File: src/rtl/spi_byte_master.sv
module spi_byte_master (
  input  logic       clk,
  input  logic       rst_n,
  input  logic [1:0] addr,
  input  logic       wr_en,
  input  logic       rd_en,
  input  logic [7:0] wdata,
  output logic [7:0] rdata,
  output logic       irq,
  input  logic       irq_ack,
  input  logic       gie,
  input  logic       ss_n_in,
  output logic       sck,
  output logic       mosi,
  input  logic       miso
);
  localparam logic [1:0] A_CTRL = 2'd0;
  localparam logic [1:0] A_STAT = 2'd1;
  localparam logic [1:0] A_DATA = 2'd2;

  logic [7:0] ctrl, shreg, rxbuf;
  logic       dbl, done_f, coll_f, arm_done, arm_coll;
  logic       busy, sck_q, samp, flt_q;
  logic [2:0] bitcnt;
  logic [6:0] cnt, half_m1;

  always_comb begin
    case ({dbl, ctrl[1:0]})
      3'b000:  half_m1 = 7'd1;
      3'b001:  half_m1 = 7'd7;
      3'b010:  half_m1 = 7'd31;
      3'b011:  half_m1 = 7'd63;
      3'b100:  half_m1 = 7'd0;
      3'b101:  half_m1 = 7'd3;
      3'b110:  half_m1 = 7'd15;
      default: half_m1 = 7'd31;
    endcase
  end

  wire wr_data  = wr_en && addr == A_DATA;
  wire data_acc = (wr_en || rd_en) && addr == A_DATA;
  wire rd_stat  = rd_en && addr == A_STAT;
  wire start    = wr_data && !busy && ctrl[6] && ctrl[4];
  wire collide  = wr_data && busy;
  wire tick     = busy && cnt == half_m1;
  wire done     = tick && sck_q && bitcnt == 3'd7;
  wire flt      = ctrl[6] && ctrl[4] && ctrl[3] && !ss_n_in;
  wire flt_set  = flt && !flt_q;

  assign sck  = sck_q;
  assign mosi = shreg[7];
  assign irq  = done_f && ctrl[7] && gie;

  always_comb begin
    case (addr)
      A_CTRL:  rdata = ctrl;
      A_STAT:  rdata = {done_f, coll_f, 5'b0, dbl};
      A_DATA:  rdata = rxbuf;
      default: rdata = 8'h00;
    endcase
  end

  always_ff @(posedge clk or negedge rst_n) begin
    if (!rst_n) begin
      ctrl <= '0; dbl <= 1'b0; flt_q <= 1'b0;
      done_f <= 1'b0; coll_f <= 1'b0; arm_done <= 1'b0; arm_coll <= 1'b0;
    end else begin
      flt_q <= flt;
      if (wr_en && addr == A_CTRL) ctrl <= wdata;
      if (wr_en && addr == A_STAT) dbl <= wdata[0];

      if (done || flt_set) done_f <= 1'b1;
      else if (irq_ack || (data_acc && arm_done)) done_f <= 1'b0;

      if (collide) coll_f <= 1'b1;
      else if (data_acc && arm_coll) coll_f <= 1'b0;

      if (rd_stat) begin
        arm_done <= done_f;
        arm_coll <= coll_f;
      end else if (data_acc) begin
        arm_done <= 1'b0;
        arm_coll <= 1'b0;
      end
    end
  end

  always_ff @(posedge clk or negedge rst_n) begin
    if (!rst_n) begin
      busy <= 1'b0; sck_q <= 1'b0; samp <= 1'b0;
      shreg <= '0; rxbuf <= '0; bitcnt <= '0; cnt <= '0;
    end else if (start) begin
      busy <= 1'b1; sck_q <= 1'b0; shreg <= wdata; bitcnt <= '0; cnt <= '0;
    end else if (busy) begin
      if (!tick) cnt <= cnt + 7'd1;
      else begin
        cnt <= '0;
        if (!sck_q) begin
          sck_q <= 1'b1;
          samp  <= miso;
        end else begin
          sck_q  <= 1'b0;
          shreg  <= {shreg[6:0], samp};
          bitcnt <= bitcnt + 3'd1;
          if (bitcnt == 3'd7) begin
            busy  <= 1'b0;
            rxbuf <= {shreg[6:0], samp};
          end
        end
      end
    end
  end

  AST_DONE_ON_END: assert property (@(posedge clk) disable iff (!rst_n) $fell(busy) |-> done_f);
  AST_ACK_CLEARS: assert property (@(posedge clk) disable iff (!rst_n) (irq_ack && !busy && !flt) |=> !irq);
  AST_COLLIDE_SETS: assert property (@(posedge clk) disable iff (!rst_n) collide |=> coll_f);
  AST_NO_UNARMED_CLEAR: assert property (@(posedge clk) disable iff (!rst_n) (done_f && data_acc && !arm_done && !irq_ack) |=> done_f);
  AST_RSV_ZERO: assert property (@(posedge clk) disable iff (!rst_n) (addr == A_STAT) |-> rdata[5:1] == 5'b0);
  AST_SCK_IDLE: assert property (@(posedge clk) disable iff (!rst_n) !busy |-> !sck);
endmodule

File: config.mk
export PLATFORM = sky130hd
export DESIGN_NAME = spi_byte_master
export DESIGN_NICKNAME = d
export VERILOG_FILES = /design/src/rtl/spi_byte_master.sv
export SDC_FILE = /design/constraint.sdc
export NUM_CORES = 1
export LEC_CHECK = 0
export CAP_MARGIN = 20
export CORE_MARGIN = 3
export CORE_UTILIZATION = 40
export CTS_CLUSTER_SIZE = 16
export DETAILED_ROUTE_END_ITERATION = 8
export PLACE_DENSITY = 0.62
export SYNTH_ARGS = -nofsm -noshare
export SYNTH_HDL_FRONTEND = slang
export SYNTH_SLANG_ARGS = --single-unit
File: constraint.sdc
create_clock -name clk -period 3 [get_ports clk]
set_clock_uncertainty 0.15 [all_clocks]
set_input_delay 0.9 -clock clk [delete_from_list [all_inputs] [get_ports clk]]
set_output_delay 0.9 -clock clk [all_outputs]
set_load 0.1 [all_outputs]
After elaboration in Yosys (flattened, before gate mapping)
Cells that the tools add are included.

storage, ports and cells
  register bits after elaboration = 43
  input port bits = 18

operators by class
  bitwise gates (word level) = 2
  equality and inequality tests = 9
  mux-type cells = 29
  reductions and logical operators = 38
  add/sub/neg operators = 2

operators by type and width
  kind                                                                    number
  6-bit one-hot mux with 6 select lines                                   1
  8-bit two-way mux                                                       4
  8-bit one-hot mux with 3 select lines                                   1
  7-bit two-way mux                                                       3
  1-bit logical AND                                                       20
  1-bit two-way mux                                                       16
  3-bit equality test (second input constant)                             4
  3-bit two-way mux                                                       4
  2-bit nonzero test                                                      6
  7-bit by 1-bit adder with 7-bit output (second input constant)          1
  7-bit equality test                                                     1
  5-bit AND reduction                                                     1
  4-bit AND reduction                                                     1
  3-bit by 1-bit adder with 3-bit output (second input constant)          1
  3-bit by 1-bit equality test with 1-bit output (second input constant)  1
  3-bit by 2-bit equality test with 1-bit output (second input constant)  1
  1-bit zero test                                                         3
  3-bit zero test                                                         1
  1-bit logical OR                                                        3
  3-bit AND reduction                                                     1
  2-bit by 1-bit equality test with 1-bit output (second input constant)  1
  2-bit equality test (second input constant)                             1
  2-bit zero test                                                         1
  1-bit inverter                                                          2
  2-bit AND reduction                                                     1

Depth between registers and ports, before layout
  word-level depth = 8
  gate-level depth with buffers = 7

Worst setup path before layout
No wires, ideal clock.

  path kind = input -> output
  start point = input addr[1]
  end point = output rdata[0]
  data required time = 1950 ps
  buffers on the path = 2
  stages = 4
  slack = -1813 ps
  arrival = 3763 ps
  cell sequence = clkbuf_1 -> buf_1 -> mux2i_1 -> o21ai_0

between the ends
  word-level cells in the longest chain between the ends = 2
  elaborated cells on any way between the ends = 4

ends and longest elaborated chain
  item                                         RTL line  RTL
  start: declaration                           4         input logic [1:0] addr,
  2-bit equality test (tied with other cells)  55        case (addr)
  8-bit one-hot mux with 3 select lines *      55
  end: declaration                             8         output logic [7:0] rdata,

Every way passes the cells marked *; elsewhere a longest branch is shown, timed or not.

Final worst setup path
  start point = input addr[1]
  end point = output rdata[2]

The elaborated chain is that of the path after synthesis.

==> reports/qor_table.md <==
| Result | Value | Unit |
| --- | --- | --- |
| Minimum period implied by the final worst setup slack | 2.85 | ns |
| Number of global-route vias before repair | 1764 | - |
| Cell types occupying the most area after synthesis | dfrtp_1 48%, mux2i_1 9.4%, mux2_4 5.4% | - |
| Number of antenna violations at the first check in global routing | 0 | - |
| Commonest cells in the synthesized netlist | 43 x dfrtp_1, 24 x nand2_1, 21 x mux2i_1, 12 x o21ai_0, 11 x a21oi_1 | - |
| Routed length per instance | 16.0 | µm |
| CTS H-tree depth | 2 | - |
| Slew margin rel. | 0.570 | - |
| Crit-path max FO | 6 | - |
| Data required time of the worst path | 1.95 | ns |
| Placeable core region | 5240 | µm² |
| Setup repair after global routing missed its margin | false | - |
| ANT nets after route | 0 | - |
| Ratio of cells with drive above 1 in the final layout | 0.288 | - |
| Synth Area per Inst | 10.6 | µm² |
| Post-CTS setup repair buffer count | 0 | - |
| Max-cap violation count | 0 | - |
| Sequential cell area fraction in the yosys report | 0.482 | - |
| Number of ports placed on the die boundary | 29 | - |
| TritonCTS clock tree | done | - |
| Clock root cell | clkbuf_8 | - |
| Post-synthesis net count | 232 | - |
| Sum of buffers and inverters on the critical path | 3 | - |
| Critical path data arrival time | 1.80 | ns |
| Multiplexer fraction of the synthesized cell area | 0.193 | - |
| Fraction of power consumed by combinational cells | 0.370 | - |
| FF+latch count, synth | 43 | - |
| Total of buffers placed on input and output ports | 28 | - |
| Routed wire length | 5240 | µm |
| P_sw | 0.831 | mW |
| Worst path top cell family by delay | buffers and inverters | - |
| Proportion of power drawn by flip-flops and latches | 0.395 | - |
| Final standard cell area without fillers | 3090 | µm² |
| Adder-cell area share of the yosys netlist | 0.0168 | - |
| Post-route DRC violation count | 0 | - |
| Crit path launch type | primary input | - |
| P_leak | 1.46 | nW |
| Post-layout worst setup margin | 0.154 | ns |
| Clock-pin slew of the registers on the worst-case setup and hold paths | 0.08 | ns |
| Number of max-slew violations in the final report | 0 | - |
| Share of synthesized registers carrying an async set or reset | 1.00 | - |
| Wire length of the first global-routing pass | 8930 | µm |
| Post-Synth XOR/XNOR Area | 0.0196 | - |
| Layout-stage area growth over the synthesis result | 38.3 | % |
| Number of antenna cells inserted | 0 | - |
| Standard-cell rows | 26 | - |
| Count of distinct cell types in the synthesized netlist | 38 | - |
| Starting utilization of the core area | 0.426 | - |
| Final Core Density | 0.589 | - |
| Pre-CTS setup slack | -0.205 | ns |
| Highest cell delay on the worst timing path | 0.28 | ns |
| Sum of overflow across all layers after global routing | 0 | - |
| Fraction of the mapped netlist area in compound gates | 0.104 | - |
| 1st-pass router iterations | 4 | - |
| Routability cong. | 0.836 | - |
| Internal power summed over all cells | 1.42 | mW |
| Fraction of the mapped netlist area in simple logic gates | 0.155 | - |
| Final hold violation count | 0 | - |
| CP Cell Sequence | clkbuf_2 > bufbuf_16 > mux2i_4 > nor2_4 > buf_12 | - |
| Maximum operating frequency | 0.351 | GHz |
| Power density relative to cell area | 730 | nW/µm² |
| Internal reg-to-reg setup slack | 0.58 | ns |
| Portion of synthesized cell area occupied by the leading cell type | 0.482 | - |
| Start-to-end type of the worst setup path | primary input to primary output | - |
| Num CTS Buffers | 5 | - |
| Number of failing setup endpoints in the final timing report | 0 | - |
| Primary FF master, synth | dfrtp_1 | - |
| Placed standard-cell area | 2850 | µm² |
| Layout fillers | 460 | - |
| Maximum buffer depth of the clock tree | 2 | - |
| Clock share of power | 0.235 | - |
| Power after layout | 2.25 | mW |
| Most common cell in the synthesized netlist | dfrtp_1 | - |
| Sw Share | 0.369 | - |
| Path type of the worst min-delay path | flip-flop to flip-flop | - |
| Post-Place Cells | 318 | - |
| Chip height | 80.7 | µm |
| Cell taking the most area after synthesis | dfrtp_1 | - |
| Clock insertion delay at the later pin of the skew report | 0.29 | ns |
| Post-synthesis cell area | 2230 | µm² |
| Worst Max-Slew Pin Slew | 0.645 | ns |
| Slowest CP cell | bufbuf_16 | - |
| Initial DRC Count | 96 | - |
| Result of the run | finished clean | - |
| Clock tree sinks | 43 | - |
| Via density per instance | 5.28 | - |
| Horizontal die dimension | 80.7 | µm |
| Hold bufs inserted after CTS | 0 | - |
| Nets | 277 | - |
| Element type at the critical path end | primary output | - |
| Count of flip-flops with a built-in enable after synthesis | 0 | - |
| Area of the die | 6510 | µm² |
| Period utilisation layout | 0.949 | - |
| Synthesized instance count | 211 | - |
| Total global-route track usage | 0.184 | - |
| DR vias | 1725 | - |
| Dominant combinational cell family by area after synthesis | multiplexers | - |
| Maximum number of pins on one net before global-route repair | 29 | - |
| Worst voltage drop across the vdd grid | 0.401 | mV |
| Non-Filler Instances | 327 | - |
| Final HPWL DP | 3770 | µm |
| Syn. warnings | 0 | - |
## path summary, 6_finish.rpt
kind	startpoint	end	depth (start not counted)
setup / recovery	addr[1]	rdata[2]	5
hold / removal	bitcnt[0]$_DFFE_PN0P_	bitcnt[0]$_DFFE_PN0P_	1
setup reg to reg	ctrl[0]$_DFFE_PN0P_	rxbuf[5]$_DFFE_PN0P_	4
hold reg to reg	bitcnt[0]$_DFFE_PN0P_	bitcnt[0]$_DFFE_PN0P_	1
max in group asynchronous	rst_n	cnt[4]$_DFFE_PN0P_	2
min in group asynchronous	rst_n	rxbuf[0]$_DFFE_PN0P_	1
## worst reg2reg max path, delay by kind of cell, from the launching register on
| family | cells | cell delay [ns] |
|---|---|---|
| compound gates | 2 | 0.54 |
| simple gates | 1 | 0.72 |
| flops | 1 | 0.49 |
| mux | 1 | 0.41 |
## per-layer routing
metal,vias to the layer above,routed length (µm),track usage
li1,842,-,-
met1,837,2620,0.267
met2,38,2350,0.277
met3,8,204,0.0325
met4,0,69,0.0659
met5,-,0,0
## cell type report
cell class	instances	area, µm²	area share
multi-input cells	153	1240	0.401
flip-flops and latches	43	1080	0.349
repair buffers	46	527	0.171
clock inverters	2	60.1	0.0195
clock buffers	6	72.6	0.0235
well taps	70	87.6	0.0284
inverters	7	26.3	0.00851
## registers in the layout, summed over array words and instances (netlist names)
signal	flops
done_f	1
shreg	8
arm_done	1
cnt	7
ctrl	8
busy	1
sck	1
rxbuf	8
dbl	1
coll_f	1
flt_q	1
samp	1
arm_coll	1
bitcnt	3
## cell usage in the layout (no fill, tap or decap), drive strengths merged, types with 2 or more instances in the layout
cell type      count
clkbuf             7
bufinv             2
mux2              17
nor2b              3
mux2i             21
clkdlybuf4s50     14
nand2b             3
inv                7
dfrtp             43
a21o               3
a21boi             5
o21ai             13
nand3              2
nand3b             2
and2               3
nand4              4
and3               2
a21oi             11
a31oi              2
nor2               9
nand2             24
xor2               5
buf               29
ha                 3
nor3b              3
nor3               9
## timing repair
item / 4_1_cts / 5_1_grt
resized for setup: 18 / 1
gates cloned: 1 / 0
setup endpoints to repair: 8 / 4
pin swaps: 1 / 0
## kinds of logic after synthesis
kind of cell             after synthesis
AO/OA/AOI/OAI                         39
XOR/XNOR                               5
adder cells (fa/ha/maj)                3
buffers and inverters                 15
flip-flops                            43
multiplexers                          38
AND/OR/NAND/NOR                       68
## power by group through the flow
stage | Clock (mW) | Sequential, mW | Combinational (mW)
floorplan | 0 | 0.938 | 0.514
global placement | 0 | 0.891 | 0.799
detailed placement | 0 | 0.893 | 0.815
CTS | 0.542 | 0.890 | 0.841
global route | 0.561 | 0.921 | 0.930
finish | 0.529 | 0.890 | 0.835
## through the flow
stage / hold WS [ns] / setup TNS, ns
after CTS: 0.349 / 0
after global placement: 0.326 / -1.17
after global routing: 0.375 / 0
final: 0.346 / 0
after floorplan: 0.302 / 0
after detailed placement: 0.337 / -1.32
No activity file was read; power rests on OpenSTA's default activity.
